`config.mk`:
```
export PLATFORM = sky130hd
export DESIGN_NAME = tank_seq
export DESIGN_NICKNAME = d
export VERILOG_FILES = /design/src/rtl/tank_seq.sv
export SDC_FILE = /design/constraint.sdc
export NUM_CORES = 1
export LEC_CHECK = 0
export CAP_MARGIN = 0
export CORE_MARGIN = 2
export CORE_UTILIZATION = 53
export CTS_BUF_LIST = sky130_fd_sc_hd__clkbuf_4 sky130_fd_sc_hd__clkbuf_8
export DETAILED_ROUTE_END_ITERATION = 10
export PLACE_DENSITY_LB_ADDON = 0.08
export SYNTH_ARGS = -nofsm -noshare
export SYNTH_HDL_FRONTEND = slang
export SYNTH_SLANG_ARGS = --single-unit
```
`constraint.sdc`:
```
create_clock -name clk -period 2.1 [get_ports clk]
set_clock_uncertainty 0.1 [all_clocks]
set_input_delay 0.315 -clock clk [delete_from_list [all_inputs] [get_ports clk]]
set_output_delay 0.315 -clock clk [all_outputs]
set_load 0.01 [all_outputs]
```
`src/rtl/tank_seq.sv`:
```
module tank_seq #(
  parameter int DRAIN_TICKS = 2000
) (
  input  logic       clk,
  input  logic       rst_n,
  input  logic       start_btn,
  input  logic       tank_full,
  output logic       inlet_open,
  output logic       outlet_open,
  output logic [4:0] step_bits
);

  localparam int NSTEP   = 5;
  localparam int S_IDLE  = 0;
  localparam int S_FILL  = 1;
  localparam int S_CHECK = 2;
  localparam int S_RECHK = 3;
  localparam int S_DRAIN = 4;
  localparam int CW      = (DRAIN_TICKS > 1) ? $clog2(DRAIN_TICKS) : 1;
  localparam logic [CW-1:0] LAST = CW'(DRAIN_TICKS - 1);

  logic [NSTEP-1:0] step_q, step_d;
  logic [CW-1:0]    drain_cnt;
  logic             legal, drain_last;

  assign legal      = (step_q != '0) && ((step_q & (step_q - 1'b1)) == '0);
  assign drain_last = (drain_cnt == LAST);

  always_comb begin
    step_d = '0;
    if (!legal) begin
      step_d[S_IDLE] = 1'b1;
    end else begin
      step_d[S_IDLE]  = (step_q[S_IDLE] & ~start_btn) | (step_q[S_DRAIN] & drain_last);
      step_d[S_FILL]  = step_q[S_IDLE] & start_btn;
      step_d[S_CHECK] = step_q[S_FILL] | (step_q[S_RECHK] & ~tank_full);
      step_d[S_RECHK] = step_q[S_CHECK] & ~tank_full;
      step_d[S_DRAIN] = ((step_q[S_CHECK] | step_q[S_RECHK]) & tank_full)
                      | (step_q[S_DRAIN] & ~drain_last);
    end
  end

  always_ff @(posedge clk) begin
    if (!rst_n) begin
      step_q    <= NSTEP'(1) << S_IDLE;
      drain_cnt <= '0;
    end else begin
      step_q    <= step_d;
      drain_cnt <= (step_q[S_DRAIN] && !drain_last && legal) ? drain_cnt + 1'b1 : '0;
    end
  end

  assign step_bits   = step_q;
  assign inlet_open  = step_q[S_FILL] | step_q[S_CHECK] | step_q[S_RECHK];
  assign outlet_open = step_q[S_DRAIN];

  p_onehot_r8: assert property (@(posedge clk) disable iff (!rst_n)
    $countones(step_bits) == 1);

  p_idle_hold_r2: assert property (@(posedge clk) disable iff (!rst_n)
    step_bits[S_IDLE] && !start_btn |=> step_bits[S_IDLE]);

  p_start_r2: assert property (@(posedge clk) disable iff (!rst_n)
    step_bits[S_IDLE] && start_btn |=> step_bits[S_FILL]);

  p_fill_once_r3: assert property (@(posedge clk) disable iff (!rst_n)
    step_bits[S_FILL] |=> step_bits[S_CHECK]);

  p_check_r4: assert property (@(posedge clk) disable iff (!rst_n)
    step_bits[S_CHECK] && !tank_full |=> step_bits[S_RECHK]);

  p_recheck_r5: assert property (@(posedge clk) disable iff (!rst_n)
    step_bits[S_RECHK] && !tank_full |=> step_bits[S_CHECK]);

  p_drain_entry_r4: assert property (@(posedge clk) disable iff (!rst_n)
    $rose(outlet_open) |-> $past(tank_full) && $past(inlet_open));

  p_drain_exit_r6: assert property (@(posedge clk) disable iff (!rst_n)
    $fell(outlet_open) |-> step_bits[S_IDLE]);

  p_valves_r7: assert property (@(posedge clk) disable iff (!rst_n)
    !(inlet_open && outlet_open));

endmodule

```
==> qor.yml <==
run_status:
  run_status: "complete, no violations"
timing:
  worst_slew_pin_tran_ps: 284
  worst_slew_margin_rel_pct: 80.9
  rsz0062_at_grt: "no"
  hold_violations_final: 0
  maxSlewViolCount: 0
  setup_slack_ps: 162
  fin_tns_setup_ps: 0
  timing.final.crit_share_pct: 92.3
  finalCriticalPeriod_ps: 1940
  fmax_mhz: 516
  setup_viol: 0
critical_path:
  slowest_stage: "sky130_fd_sc_hd__clkdlybuf4s50_1"
  crit_required_ps: 1680
  critPathMaxFanout: 6
  cp_data_arrival_time_ps: 1520
  cp_slowest_stage_delay_ps: 490
  timing.reg2reg.setup_slack_ps: 460
  start_kind: "register"
  worstPathBufferInverterCount: 1
  worstReg2RegEnd: "drain_cnt[10]"
  rr_startpoint: "step_bits[3]"
  endpoint_kind: "output pin"
  criticalPathCategory: "reg2out"
  path_cells: "or3_4 > clkdlybuf4s50_1"
  worst_r2r_path_depth: 3
  crit_family: "buffers and inverters"
floorplan:
  fp-row-count: 13
  io_pins: 11
  floorplan.initialDensity_pct: 55.9
  floorplan.core_area_um2: 1270
  area_of_the_die_um2: 1650
  dieWidth_um: 40.6
  die_h_um: 40.6
drt:
  post_detailed_route_drc_marker_count: 0
  vias: 553
  wl_per_cell_um: 10.9
  vias_per_cell: 5.07
  detailed_routing_iterations_pass_1: 4
  detail_route.wirelength_um: 1190
  post_route_antenna_net_violation_count: 0
  drt_first_iter_violations: 4
layout:
  antennaDiodeCount: 0
  layout-area-overhead-vs-synth_pct: 20.3
  final_cells: 109
  fillerInstances: 121
  multi_input_area_um2: 348
  register_area_um2: 320
  drive_above_1_share_pct: 9.57
  layout.nets: 100
yosys:
  syn_area_per_cell_um2: 8.76
  synth_edf_count: 0
  synth-seq-cells: 16
  syn-num-nets: 86
  yosysWarningCount: 0
  synth.yosys.seq_area_share_pct: 45.1
  synth-async-reset-ratio_pct: 0
  synth.distinct_cells: 25
  postSynth.topFlopCell: "sky130_fd_sc_hd__dfxtp_1"
  netlist_instances: 81
  post_synth_instance_area_um2: 709
placement:
  port_buffers: 10
  routabilityCongestion: 0.660
  place_ws_ps: 323
  post-dp-hpwl_um: 907
  placedCellCount: 105
cts:
  clockRootBuffer: "sky130_fd_sc_hd__clkbuf_4"
  cts.repair.resized: 0
  clk_path_buf_depth: 2
  cts_hold_buffers: 0
  cts.reportedPaths.clkPinSlew_ps: 80
  clock_tree_from_tritoncts: "built"
  clock_tree.htree_level_count: 1
  post_cts_buffers: 0
  clk_latency_ps: 280
  cts_made_buffers: 3
  clock_sink_count: 16
hold_path:
  worst_hold_startpoint: "drain_cnt[0]"
  min_delay_worst_endpoint: "drain_cnt[0]"
  timing.hold.worst_path_depth: 1
  hp-class: "reg2reg"
run:
  maxCapViolations: 0
global_route:
  global_route.usage.total_pct: 18.8
  grt_pass1_wl_um: 1970
  grt_max_degree: 12
  global_route.overflow_total: 0
  antenna_violations_before_repair: 0
  vias_in_the_first_global_route: 466
power_and_ir_drop:
  power_density_cells_nw_per_um2: 699
  leakage_nw: 0.281
  worst_ir_drop_vdd_v: 0.000506
[layout make-up]
cell class	count	area share, %
timing repair buffer	11	12.6
clock buffer	4	4.25
tap	15	2.20
inverter	6	2.64
multi-input combinational	57	40.8
sequential	16	37.5
[logic make-up (layout without fill, tap and decap cells)]
group,count (synthesis),after routing,synth area share [%]
and+or+nand+nor,40,40,29.3
DFF,16,16,45.2
buffers and inverters,8,21,5.82
AOI/OAI and AO/OA,6,6,5.64
xor gates and xnor gates,10,10,12.3
adders and majority gates,1,1,1.76
[how the worst max path moves through the flow]
stage	startpoint	to	depth (start not counted)
3_5_place_dp	rst_n	step_bits[0]	5
3_3_place_gp	rst_n	step_bits[0]	5
2_1_floorplan	step_bits[3]	drain_cnt[10]	4
5_1_grt	step_bits[3]	inlet_open	2
4_1_cts	step_bits[3]	inlet_open	2
6_report	step_bits[3]	inlet_open	2
[state kept, by name (all words and copies together) (netlist names)]
name       flops
drain_cnt     11
step_bits      5
[Yosys cell counts, drive strengths merged, types with 2 or more instances]
master | count | area [um2]
xor2 | 2 | 17.5
nand3 | 5 | 25.0
a21oi | 2 | 10.0
nand2 | 3 | 11.3
nor2b | 2 | 12.5
dfxtp | 16 | 320
nor3 | 4 | 20.0
xnor2 | 8 | 70.1
buf | 2 | 18.8
inv | 6 | 22.5
nor2 | 18 | 70.1
nand4 | 2 | 12.5
[stage by stage]
step	cell area, um2	utilization (%)	power, mW	hold slack, ps
global route	853	67.3	0.627	424
detailed placement	817	64.4	0.408	365
floorplan	709	-	0.370	291
CTS	853	67.3	0.607	386
global placement	817	64.4	0.407	355
finish	853	67.3	0.596	381
[metal layers]
metal  vias to the layer above  routed length (um)  global-route usage [%]
met1                       249                 598                    24.9
li1                        293                   -                       -
met5                         -                   0                       0
met4                         0                  12                    12.5
met3                         2                  43                    5.00
met2                         9                 538                    26.2
[where the power goes]
| part | leakage [nW] | switching (mW) | total, mW | internal [mW] |
|---|---|---|---|---|
| Sequential | 0.129 | 0.0124 | 0.324 | 0.312 |
| Clock | 0.0210 | 0.0910 | 0.197 | 0.106 |
| Combinational | 0.131 | 0.0309 | 0.0758 | 0.0449 |
[layout by cell type (no fill, tap or decap), types with 2 or more instances in the layout]
cell type,n
sky130_fd_sc_hd__nor3_1,4
sky130_fd_sc_hd__nand2_1,3
sky130_fd_sc_hd__xnor2_1,8
sky130_fd_sc_hd__xor2_1,2
sky130_fd_sc_hd__nor2_1,17
sky130_fd_sc_hd__clkbuf_4,3
sky130_fd_sc_hd__nor2b_1,2
sky130_fd_sc_hd__inv_1,6
sky130_fd_sc_hd__clkdlybuf4s50_1,10
sky130_fd_sc_hd__a21oi_1,2
sky130_fd_sc_hd__nand3_1,5
sky130_fd_sc_hd__nand4_1,2
sky130_fd_sc_hd__dfxtp_1,16
(Power assumes the default switching activity.)
